--- src/rtl/prio_irq_ctrl.sv ---
module prio_irq_ctrl #(
  parameter int BUS_W = 32,
  parameter int N_SRC = 8,
  parameter logic [N_SRC-1:0] EDGE_SEL = {(N_SRC/2){1'b1}}
) (
  input  logic             clk,
  input  logic             rst_n,
  input  logic [N_SRC-1:0] irq_in,
  input  logic             wr_en,
  input  logic [2:0]       wr_addr,
  input  logic [BUS_W-1:0] wr_data,
  input  logic [2:0]       rd_addr,
  output logic [BUS_W-1:0] rd_data,
  output logic             irq_out
);
  localparam logic [2:0] A_STAT = 3'd0, A_PEND = 3'd1, A_EN = 3'd2, A_ACK = 3'd3,
                         A_VEC = 3'd4, A_MST = 3'd5, A_SET = 3'd6;

  logic [N_SRC-1:0] status, enable, irq_q, hw_set, ack_m, sw_m, pend;
  logic             out_en, hw_mode;
  logic [BUS_W-1:0] vec;

  assign ack_m = (wr_en && wr_addr == A_ACK) ? wr_data[N_SRC-1:0] : '0;
  assign sw_m  = (wr_en && wr_addr == A_SET && !hw_mode) ? wr_data[N_SRC-1:0] : '0;
  assign pend  = status & enable;
  assign irq_out = out_en && (pend != '0);

  for (genvar i = 0; i < N_SRC; i++) begin : g_src
    if (EDGE_SEL[i]) begin : g_edge
      assign hw_set[i] = hw_mode && irq_in[i] && !irq_q[i];
    end else begin : g_level
      assign hw_set[i] = hw_mode && irq_in[i];
    end
  end

  always_ff @(posedge clk) begin
    if (!rst_n) begin
      status  <= '0;
      enable  <= '0;
      irq_q   <= '0;
      out_en  <= 1'b0;
      hw_mode <= 1'b0;
    end else begin
      irq_q  <= irq_in;
      status <= (status & ~ack_m) | hw_set | sw_m;
      if (wr_en && wr_addr == A_EN) enable <= wr_data[N_SRC-1:0];
      if (wr_en && wr_addr == A_MST) begin
        out_en  <= wr_data[0];
        hw_mode <= hw_mode | wr_data[1];
      end
    end
  end

  always_comb begin
    vec = '1;
    for (int i = N_SRC - 1; i >= 0; i--)
      if (pend[i]) vec = BUS_W'(i);
  end

  always_comb begin
    case (rd_addr)
      A_STAT:  rd_data = BUS_W'(status);
      A_PEND:  rd_data = BUS_W'(pend);
      A_EN:    rd_data = BUS_W'(enable);
      A_VEC:   rd_data = vec;
      A_MST:   rd_data = BUS_W'({hw_mode, out_en});
      default: rd_data = '0;
    endcase
  end


  hw_sticky_chk: assert property (@(posedge clk) disable iff (!rst_n)
    hw_mode |=> hw_mode);


  vec_pending_chk: assert property (@(posedge clk) disable iff (!rst_n)
    (vec != '1) |-> pend[vec[$clog2(N_SRC+1)-1:0]]);


  out_gate_chk: assert property (@(posedge clk) disable iff (!rst_n)
    irq_out |-> out_en);

  for (genvar i = 0; i < N_SRC; i++) begin : g_chk
    if (EDGE_SEL[i]) begin : g_e

      edge_hold_chk: assert property (@(posedge clk) disable iff (!rst_n)
        status[i] && !(wr_en && wr_addr == A_ACK && wr_data[i]) |=> status[i]);
    end else begin : g_l

      level_set_chk: assert property (@(posedge clk) disable iff (!rst_n)
        hw_mode && irq_in[i] |=> status[i]);
    end
  end
endmodule

--- config.mk ---
export PLATFORM = sky130hd
export DESIGN_NAME = prio_irq_ctrl
export DESIGN_NICKNAME = d
export VERILOG_FILES = /design/src/rtl/prio_irq_ctrl.sv
export SDC_FILE = /design/constraint.sdc
export NUM_CORES = 1
export LEC_CHECK = 0
export ABC_AREA = 1
export BUFFER_PORTS_ARGS = -buffer_cell sky130_fd_sc_hd__buf_2
export CORE_MARGIN = 10
export CORE_UTILIZATION = 34
export DETAILED_ROUTE_END_ITERATION = 7
export MAX_ROUTING_LAYER = met4
export PLACE_DENSITY = 0.61
export SLEW_MARGIN = 20
export SYNTH_ARGS = -nofsm -noshare
export SYNTH_HDL_FRONTEND = slang
export SYNTH_SLANG_ARGS = --single-unit
--- constraint.sdc ---
create_clock -name clk -period 3.45 [get_ports clk]
set_input_delay 0.5175 -clock clk [delete_from_list [all_inputs] [get_ports clk]]
set_output_delay 0.5175 -clock clk [all_outputs]
set_load 0.01 [all_outputs]
======== Word level (Yosys, flattened, before mapping) ========
Index checks and enable logic that the tools add are counted.
word-level totals
  flip-flop bits (word level) ............. 22
  bits of input ports ..................... 49
  output and inout port bits .............. 33
operators by class
  equal/unequal tests ..................... 8
  mux-type cells .......................... 11
  bitwise operators ....................... 6
  reductions and logical operators ........ 25
operator list
  cell                                                             number
  32-bit 2-to-1 mux                                                8
  32-bit case mux with 5 select lines                              1
  1-bit logical AND                                                18
  8-bit AND                                                        2
  8-bit 2-to-1 mux                                                 2
  8-bit bitwise OR                                                 2
  3-bit == test, second input constant                             4
  3-bit by 2-bit == test with 1-bit output, second input constant  3
  8-bit inverter                                                   1
  8-bit nonzero test                                               1
  1-bit zero test                                                  5
  3-bit by 1-bit == test with 1-bit output, second input constant  1
  3-bit zero test                                                  1
  1-bit bitwise OR                                                 1

======== Logic depth before layout (Yosys ltp) ========
Gate-level depths: netlist (run 1).
  word-level depth ........................ 10
  depth in mapped cells ................... 9

======== Worst setup path before layout (run 1) ========
Ideal clock, no wire load.
  path kind ............................... input port to output port
  start point ............................. input port rd_addr[1]
  end point ............................... output port rd_data[3]
  arrival time ............................ 1.695 ns
  required time ........................... 2.932 ns
  path slack .............................. 1.237 ns
  cell stages on the path ................. 7
  path through ............................ nor2_2 > nand3_1 > inv_1 > nand2_2 > nor2_2 > inv_2 > nand3_1
between the ends
  cells in the longest elaborated chain, start to end .. 2
  elaborated cells between the ends (all ways) .. 6
  those cells by class .................... eq/ne: 4; mux: 1; reduce/logical: 1
RTL lines
  element                                  RTL line  RTL
  start, declared                          12        input logic [2:0] rd_addr,
  3-bit == test (tied with other cells)    61        case (rd_addr)
  32-bit case mux with 5 select lines (*)  61
  end, declared                            13        output logic [BUS_W-1:0] rd_data,
Every way passes the cells marked *; elsewhere a longest branch is shown, timed or not.

======== Worst setup path in the final report (run 1) ========
  start point ............................. register status[3]
  end point ............................... output port rd_data[3]
between the ends
  cells in the longest elaborated chain, start to end .. 6
RTL lines
  element                                  RTL line  RTL
  start, declared                          19        logic [N_SRC-1:0] status, enable, irq_q, hw_set, ack_m, sw_m, pend;
  start signal, assigned                   45        status <= (status & ~ack_m) | hw_set | sw_m;
  8-bit AND                                25        assign pend = status & enable;
  32-bit 2-to-1 mux (4 in a row)           57        if (pend[i]) vec = BUS_W'(i);
  32-bit case mux with 5 select lines (*)  61
Marks and branches as above.

==> results of run 1 <==
[routing by layer]
metal | routed length, µm | vias up | track usage | share of wire
met2 | 1520 | 57 | 0.162 | 0.41
met5 | 0 | - | - | 0
met3 | 353 | 4 | 0.0369 | 0.096
li1 | - | 759 | - | -
met1 | 1780 | 592 | 0.124 | 0.48
met4 | 23 | 0 | 0.0225 | 0.0063
[sequential cells by signal (all words and copies together) (netlist names)]
register  count
enable        8
hw_mode       1
out_en        1
status        8
irq_q         4
[critical path, cell delays in order, from the launching register on]
cell	delay [ns]
sky130_fd_sc_hd__dfxtp_1	0.33
sky130_fd_sc_hd__nand2_1	0.11
sky130_fd_sc_hd__nand2_1	0.08
sky130_fd_sc_hd__nor2_1	0.15
sky130_fd_sc_hd__nand2_2	0.09
sky130_fd_sc_hd__nor2_2	0.49
sky130_fd_sc_hd__inv_2	0.14
sky130_fd_sc_hd__nand3_1	0.11
sky130_fd_sc_hd__buf_2	0.13
[path summary, 6_finish.rpt]
check	end	start	depth (start not counted)
worst max-delay path	rd_data[3]	status[3]	8
worst min-delay path	irq_q[1]	irq_in[1]	3
worst max register to register	status[7]	hw_mode	5
worst min register to register	enable[7]	enable[7]	2
[per-stage QoR]
stage	total power, W	area [µm²]	hold WS (ns)
after global placement	0.000373	1630	0.482
final	0.000551	1680	0.446
after floorplan	0.000343	1480	0.452
after detailed placement	0.000374	1630	0.483
after global routing	0.000583	1680	0.469
after CTS	0.000558	1680	0.443
[final cells by class]
cell class | instances | area, µm²
Tap cell | 50 | 62.6
Timing Repair Buffer | 57 | 285
Fill cell | 445 | 2410
Clock buffer | 4 | 55.1
Multi-Input combinational cell | 150 | 727
Sequential cell | 22 | 440
Inverter | 28 | 110
[cells by family (layout without fill, tap and decap cells)]
logic type,after synthesis,count (layout),synth area share
buf+inv,54,89,0.209
simple gates,127,127,0.402
flops,22,22,0.298
compound gates,23,23,0.0907
[where the power goes]
group	switching, W	leakage, nW	internal, W
clock	0.0000833	0.0288	0.000102
combinational	0.0000590	0.726	0.0000371
sequential	0.00000665	0.179	0.000263
total	0.000149	0.935	0.000402
[placed cells by master (no fill, tap or decap), types with 2 or more instances in the layout]
master,instances
sky130_fd_sc_hd__nand3b_1,4
sky130_fd_sc_hd__inv_1,26
sky130_fd_sc_hd__nor2_2,2
sky130_fd_sc_hd__dfxtp_1,22
sky130_fd_sc_hd__o21ai_0,11
sky130_fd_sc_hd__nor2_1,19
sky130_fd_sc_hd__nand2_1,67
sky130_fd_sc_hd__clkbuf_8,4
sky130_fd_sc_hd__nand2_2,3
sky130_fd_sc_hd__a21oi_1,6
sky130_fd_sc_hd__nor3_4,2
sky130_fd_sc_hd__nand4_1,2
sky130_fd_sc_hd__nand3_1,24
sky130_fd_sc_hd__buf_2,57
==> impl_results.html, run 1 <==
<table>
<tr><th>Metric</th><th>Value</th></tr>
<tr><th colspan="2">Status</th></tr>
<tr><td>Result of the run</td><td>completed</td></tr>
<tr><th colspan="2">Logic synthesis</th></tr>
<tr><td>Largest area contributor in the netlist</td><td>sky130_fd_sc_hd__dfxtp_1</td></tr>
<tr><td>Synthesized instance count</td><td>226</td></tr>
<tr><td>Async set-or-reset flop fraction in the synthesized netlist</td><td>0</td></tr>
<tr><td>Most frequently used cell type in the post-synthesis netlist</td><td>sky130_fd_sc_hd__nand2_1</td></tr>
<tr><td>Fraction of the yosys area taken by sequential cells</td><td>0.298</td></tr>
<tr><td>Fraction of synthesized cell area taken by the top area cell type</td><td>0.298</td></tr>
<tr><td>Total of warnings raised by yosys</td><td>0</td></tr>
<tr><td>Area contributors post-synth</td><td>sky130_fd_sc_hd__dfxtp_1 (30%), sky130_fd_sc_hd__nand2_1 (17%), sky130_fd_sc_hd__buf_4 (12%)</td></tr>
<tr><td>Mapped Area</td><td>1480 µm²</td></tr>
<tr><td>Synthesized netlist net count</td><td>275</td></tr>
<tr><td>Top FF cell, synth</td><td>sky130_fd_sc_hd__dfxtp_1</td></tr>
<tr><td>Post-synth EDFFs</td><td>0</td></tr>
<tr><td>Synth Register Bits</td><td>22</td></tr>
<tr><td>Number of distinct library cells after synthesis</td><td>27</td></tr>
<tr><td>Avg Synthesized Cell Area</td><td>6.53 µm²</td></tr>
<tr><td>Leading post-synthesis cells by instance count</td><td>sky130_fd_sc_hd__nand2_1 (67), sky130_fd_sc_hd__inv_1 (26), sky130_fd_sc_hd__nand3_1 (24)</td></tr>
<tr><th colspan="2">GRT</th></tr>
<tr><td>Largest net degree at the start of global routing</td><td>26</td></tr>
<tr><td>Via count of the first global-routing pass</td><td>1393</td></tr>
<tr><td>Remaining Overflow, GRT</td><td>0</td></tr>
<tr><td>Antenna violations before repair</td><td>0</td></tr>
<tr><td>GRT Util Overall</td><td>0.103</td></tr>
<tr><td>Wire length of the first global-routing pass</td><td>6.37 mm</td></tr>
<tr><th colspan="2">Placed design</th></tr>
<tr><td>Routability-driven placement congestion ratio</td><td>0.863</td></tr>
<tr><td>Quantity of I/O buffers inserted on ports</td><td>57</td></tr>
<tr><td>Placed wire-length estimate</td><td>3.06 mm</td></tr>
<tr><td>Number of placed cells counting well taps</td><td>307</td></tr>
<tr><td>Worst slack after detailed placement</td><td>0.995 ns</td></tr>
<tr><th colspan="2">Power and ir drop</th></tr>
<tr><td>VDD IR-drop max</td><td>188 µV</td></tr>
<tr><td>Power per cell area</td><td>328 nW/µm²</td></tr>
<tr><td>Lkg Pwr</td><td>0.935 nW</td></tr>
<tr><th colspan="2">Die</th></tr>
<tr><td>Initial standard-cell utilization of the core</td><td>0.361</td></tr>
<tr><td>Boundary pin count</td><td>82</td></tr>
<tr><td>Std-Cell Rows</td><td>23</td></tr>
<tr><td>Floorplan die width</td><td>85.9 µm</td></tr>
<tr><td>Vertical extent of the die</td><td>85.9 µm</td></tr>
<tr><td>Placeable Area</td><td>4090 µm²</td></tr>
<tr><td>Die area</td><td>7380 µm²</td></tr>
<tr><th colspan="2">Clocking</th></tr>
<tr><td>Max Buffers Root-to-Sink</td><td>2</td></tr>
<tr><td>Number of buffers added for setup after CTS</td><td>0</td></tr>
<tr><td>TritonCTS clock tree</td><td>done</td></tr>
<tr><td>Clk_lat worst skew</td><td>0.26 ns</td></tr>
<tr><td>Number of gates resized after CTS</td><td>0</td></tr>
<tr><td>Total number of clock tree sinks</td><td>22</td></tr>
<tr><td>Clock buffers created by TritonCTS</td><td>3</td></tr>
<tr><td>CTS HTree Levels</td><td>1</td></tr>
<tr><td>Master cell of the clock root buffer</td><td>sky130_fd_sc_hd__clkbuf_8</td></tr>
<tr><td>Hold buffers post-CTS</td><td>0</td></tr>
<tr><td>Clock edge transition at the registers on the reported setup and hold paths</td><td>0.08 ns</td></tr>
<tr><th colspan="2">Timing</th></tr>
<tr><td>Final period demand of the worst path</td><td>2.42 ns</td></tr>
<tr><td>Final critical-path share of the clock period</td><td>0.702</td></tr>
<tr><td>Slew headroom</td><td>0.583</td></tr>
<tr><td>Setup repair after global routing missed its margin</td><td>no</td></tr>
<tr><td>Highest achievable clock rate</td><td>413 MHz</td></tr>
<tr><td>Fin. Hold Viols</td><td>0</td></tr>
<tr><td>Number of max-slew violations in the final report</td><td>0</td></tr>
<tr><td>Clock Skew</td><td>0.000883 ns</td></tr>
<tr><td>Post-layout worst setup margin</td><td>1.03 ns</td></tr>
<tr><td>Final setup violation count</td><td>0</td></tr>
<tr><td>Worst-Margin Slew</td><td>0.624 ns</td></tr>
<tr><td>Total negative setup slack</td><td>0 ns</td></tr>
<tr><th colspan="2">Critical path</th></tr>
<tr><td>CP Max Fanout</td><td>25</td></tr>
<tr><td>Worst Path Arrival</td><td>1.90 ns</td></tr>
<tr><td>Crit path launch type</td><td>flip-flop</td></tr>
<tr><td>Critical path capture point type</td><td>output pin</td></tr>
<tr><td>Category of the most critical setup path</td><td>flip-flop to output pin</td></tr>
<tr><td>Worst endpoint required time</td><td>2.93 ns</td></tr>
<tr><td>Reg2reg setup slack</td><td>2.29 ns</td></tr>
<tr><th colspan="2">Routing</th></tr>
<tr><td>Iter 0 DRT Violations</td><td>67</td></tr>
<tr><td>Vias per inst</td><td>4.54</td></tr>
<tr><td>Post-DR wirelength/cell</td><td>11.8 µm</td></tr>
<tr><td>Via count</td><td>1412</td></tr>
<tr><td>Total wire length</td><td>3.67 mm</td></tr>
<tr><td>Total DRC errors in the routed layout</td><td>0</td></tr>
<tr><td>Antenna viol nets, final</td><td>0</td></tr>
<tr><td>Count of TritonRoute iterations in the first routing pass</td><td>5</td></tr>
<tr><th colspan="2">Final layout</th></tr>
<tr><td>Final layout net count</td><td>311</td></tr>
<tr><td>Area growth syn-to-layout</td><td>13.8%</td></tr>
<tr><td>Final core area utilization</td><td>0.411</td></tr>
<tr><td>ANT cells</td><td>0</td></tr>
<tr><td>Post-route non-filler standard cell count</td><td>311</td></tr>
<tr><td>Share of final-layout standard cells stronger than drive strength 1</td><td>0.287</td></tr>
<tr><th colspan="2">Job</th></tr>
<tr><td>Count of maximum capacitance violations</td><td>0</td></tr>
<tr><th colspan="2">Min path</th></tr>
<tr><td>Hold WC Path Type</td><td>primary input to flip-flop</td></tr>
</table>
(Power assumes the default switching activity.)
==> run 2: changes to the inputs <==
- clock period: 3.45 -> 2.3 ns (I/O delays scaled with it)
==> run 2 against run 1 <==
Worst setup slack lost 0.61 ns; combinational power is 52% higher; clock-buffer cell count is the same; via count is 0.14% lower; sequential share of layout area is 0.12 points lower; clock power up 50%; routed wire length up 0.19%; sequential power increased by 50%; cell area increased by 0.45%; first-iteration DRC count is 19% higher; hold slack worse by 0.17 ns; highest routed layer unchanged.
==> impl_results.html, run 2 (same netlist as run 1, synthesis figures left out) <==
<table>
<tr><th>Metric</th><th>Value</th></tr>
<tr><th colspan="2">Critical path</th></tr>
<tr><td>Origin of the critical flop-to-flop path</td><td>hw_mode</td></tr>
<tr><td>Logic depth of the worst register-to-register path</td><td>5</td></tr>
<tr><td>Critical path capture point type</td><td>output pin</td></tr>
<tr><td>Worst endpoint required time</td><td>1.96 ns</td></tr>
<tr><td>Worst Path Arrival</td><td>1.54 ns</td></tr>
<tr><td>Category of the most critical setup path</td><td>flip-flop to output pin</td></tr>
<tr><td>Crit path launch type</td><td>flip-flop</td></tr>
<tr><td>Reg2reg setup slack</td><td>1.17 ns</td></tr>
<tr><td>CP Max Fanout</td><td>24</td></tr>
<tr><td>End of the worst register-to-register path</td><td>status[1]</td></tr>
<tr><th colspan="2">Power and ir drop</th></tr>
<tr><td>Switch Pwr</td><td>0.000223 W</td></tr>
<tr><td>Portion of total power attributed to the clock network</td><td>0.335</td></tr>
<tr><td>Internal power</td><td>0.000604 W</td></tr>
<tr><td>Sw Share</td><td>0.270</td></tr>
<tr><td>Power per cell area</td><td>490 nW/µm²</td></tr>
<tr><td>Lkg Pwr</td><td>0.940 nW</td></tr>
<tr><td>Share of power burned in combinational logic</td><td>0.176</td></tr>
<tr><td>Share of power burned in registers</td><td>0.489</td></tr>
<tr><td>VDD IR-drop max</td><td>329 µV</td></tr>
<tr><th colspan="2">Clocking</th></tr>
<tr><td>Clk_lat worst skew</td><td>0.26 ns</td></tr>
<tr><td>Number of gates resized after CTS</td><td>0</td></tr>
<tr><td>TritonCTS clock tree</td><td>done</td></tr>
<tr><td>Max Buffers Root-to-Sink</td><td>2</td></tr>
<tr><td>Number of buffers added for setup after CTS</td><td>0</td></tr>
<tr><td>CTS HTree Levels</td><td>1</td></tr>
<tr><td>Hold buffers post-CTS</td><td>0</td></tr>
<tr><td>Master cell of the clock root buffer</td><td>sky130_fd_sc_hd__clkbuf_8</td></tr>
<tr><td>Clock buffers created by TritonCTS</td><td>3</td></tr>
<tr><td>Total number of clock tree sinks</td><td>22</td></tr>
<tr><td>Clock edge transition at the registers on the reported setup and hold paths</td><td>0.08 ns</td></tr>
<tr><th colspan="2">Final layout</th></tr>
<tr><td>Most frequent standard cell in the layout excluding fill and tap cells</td><td>sky130_fd_sc_hd__nand2_1</td></tr>
<tr><td>Final layout net count</td><td>312</td></tr>
<tr><td>Most frequent cells in the layout</td><td>sky130_fd_sc_hd__nand2_1 (67), sky130_fd_sc_hd__buf_2 (57), sky130_fd_sc_hd__inv_1 (26)</td></tr>
<tr><td>Register cell area after layout</td><td>440 µm²</td></tr>
<tr><td>Fin area</td><td>1690 µm²</td></tr>
<tr><td>Footprint of the multi-input gates</td><td>727 µm²</td></tr>
<tr><td>ANT cells</td><td>0</td></tr>
<tr><td>Area growth syn-to-layout</td><td>14.3%</td></tr>
<tr><td>Largest registers</td><td>enable x8, status x8, irq_q x4</td></tr>
<tr><td>Share of final-layout standard cells stronger than drive strength 1</td><td>0.290</td></tr>
<tr><td>Post-route non-filler standard cell count</td><td>312</td></tr>
<tr><td>Fill cell instance count of the final layout</td><td>436</td></tr>
<tr><th colspan="2">Routing</th></tr>
<tr><td>Met2 WL post-DR</td><td>1.49 mm</td></tr>
<tr><td>Antenna viol nets, final</td><td>0</td></tr>
<tr><td>Vias per inst</td><td>4.52</td></tr>
<tr><td>Iter 0 DRT Violations</td><td>80</td></tr>
<tr><td>Top routing layer in use</td><td>met4</td></tr>
<tr><td>Post-DR wirelength/cell</td><td>11.8 µm</td></tr>
<tr><td>Total wire length</td><td>3.68 mm</td></tr>
<tr><td>Via count</td><td>1410</td></tr>
<tr><td>Count of TritonRoute iterations in the first routing pass</td><td>4</td></tr>
<tr><td>Length of routed met3 wiring</td><td>402 µm</td></tr>
<tr><td>Detailed-route wire length on metal 1</td><td>1.77 mm</td></tr>
<tr><td>Total DRC errors in the routed layout</td><td>0</td></tr>
<tr><th colspan="2">Min path</th></tr>
<tr><td>Hold Path Sink</td><td>irq_q[2]</td></tr>
<tr><td>Hold WC Path Type</td><td>primary input to flip-flop</td></tr>
<tr><td>Instance count along the most critical hold path</td><td>3</td></tr>
<tr><td>Startpoint of the tightest hold check path</td><td>irq_in[2]</td></tr>
<tr><th colspan="2">GRT</th></tr>
<tr><td>Antenna violations before repair</td><td>0</td></tr>
<tr><td>Wire length of the first global-routing pass</td><td>6.57 mm</td></tr>
<tr><td>Remaining Overflow, GRT</td><td>0</td></tr>
<tr><td>Via count of the first global-routing pass</td><td>1465</td></tr>
<tr><td>Largest net degree at the start of global routing</td><td>25</td></tr>
<tr><td>GRT Util Overall</td><td>0.107</td></tr>
<tr><th colspan="2">Placed design</th></tr>
<tr><td>Routability-driven placement congestion ratio</td><td>0.806</td></tr>
<tr><td>Worst slack after detailed placement</td><td>0.608 ns</td></tr>
<tr><td>Placed wire-length estimate</td><td>3.06 mm</td></tr>
<tr><td>Quantity of I/O buffers inserted on ports</td><td>57</td></tr>
<tr><td>Area of placed instances</td><td>1630 µm²</td></tr>
<tr><td>Number of placed cells counting well taps</td><td>308</td></tr>
<tr><th colspan="2">Timing</th></tr>
<tr><td>Fin. Hold Viols</td><td>0</td></tr>
<tr><td>Total negative setup slack</td><td>0 ns</td></tr>
<tr><td>Final period demand of the worst path</td><td>1.88 ns</td></tr>
<tr><td>Number of max-slew violations in the final report</td><td>0</td></tr>
<tr><td>Setup repair after global routing missed its margin</td><td>no</td></tr>
<tr><td>Highest achievable clock rate</td><td>532 MHz</td></tr>
<tr><td>Final setup violation count</td><td>0</td></tr>
<tr><td>Worst hold margin</td><td>0.274 ns</td></tr>
<tr><td>Post-layout worst setup margin</td><td>0.419 ns</td></tr>
<tr><td>Clock Skew</td><td>0.00210 ns</td></tr>
<tr><td>Final critical-path share of the clock period</td><td>0.818</td></tr>
<tr><td>Slew headroom</td><td>0.741</td></tr>
<tr><td>Worst-Margin Slew</td><td>0.388 ns</td></tr>
<tr><th colspan="2">Die</th></tr>
<tr><td>Vertical extent of the die</td><td>85.9 µm</td></tr>
<tr><td>Std-Cell Rows</td><td>23</td></tr>
<tr><td>Initial standard-cell utilization of the core</td><td>0.361</td></tr>
<tr><td>Boundary pin count</td><td>82</td></tr>
<tr><td>Placeable Area</td><td>4090 µm²</td></tr>
<tr><td>Floorplan die width</td><td>85.9 µm</td></tr>
<tr><td>Die area</td><td>7380 µm²</td></tr>
<tr><th colspan="2">Status</th></tr>
<tr><td>Result of the run</td><td>completed</td></tr>
<tr><th colspan="2">Job</th></tr>
<tr><td>Count of maximum capacitance violations</td><td>0</td></tr>
</table>
[run 2: changes by cell type in the layout (fill, tap and decap cells not counted), sizes merged]
cell	previous run	this run
buf	57	58
[run 2: metal layers]
layer / GRT usage / vias to the layer above
li1: - / 762
met1: 0.125 / 582
met2: 0.170 / 64
met3: 0.0369 / 2
met4: 0.0269 / 0
met5: - / -
[run 2: worst max-delay path, stage by stage (launching register included)]
cell	delay [ns]
sky130_fd_sc_hd__dfxtp_1	0.33
sky130_fd_sc_hd__nand2_1	0.11
sky130_fd_sc_hd__nand2_1	0.08
sky130_fd_sc_hd__nor2_1	0.16
sky130_fd_sc_hd__nand2_2	0.09
sky130_fd_sc_hd__nor2_2	0.12
sky130_fd_sc_hd__buf_4	0.21
sky130_fd_sc_hd__buf_2	0.16
[run 2: stage by stage]
stage	total power [W]	utilization
final	0.000827	0.413
after global routing	0.000876	0.413
after CTS	0.000841	0.413
after detailed placement	0.000562	0.400
after global placement	0.000560	0.400
after floorplan	0.000514	-
[run 2: power by group through the flow]
stage / logic, W / clock network, W / registers, W
floorplan: 0.000104 / 0 / 0.000410
finish: 0.000146 / 0.000277 / 0.000405
detailed placement: 0.000148 / 0 / 0.000414
global placement: 0.000146 / 0 / 0.000414
global route: 0.000168 / 0.000301 / 0.000407
CTS: 0.000148 / 0.000287 / 0.000405
[run 2: worst max path at each step]
stage	endpoint	cells past startpoint	startpoint
floorplan	rd_data[3]	7	status[2]
global placement	rd_data[17]	8	rd_addr[0]
detailed placement	rd_data[13]	8	rd_addr[0]
CTS	rd_data[13]	7	status[3]
global route	rd_data[17]	7	status[3]
finish	rd_data[13]	7	status[3]
[run 2: final cells by class]
| type | count | share of cell area |
|---|---|---|
| multi-input cells | 150 | 0.431 |
| flip-flops and latches | 22 | 0.261 |
| repair buffers | 58 | 0.173 |
| inverters | 28 | 0.0652 |
| well taps | 50 | 0.0371 |
| clock buffers | 4 | 0.0326 |
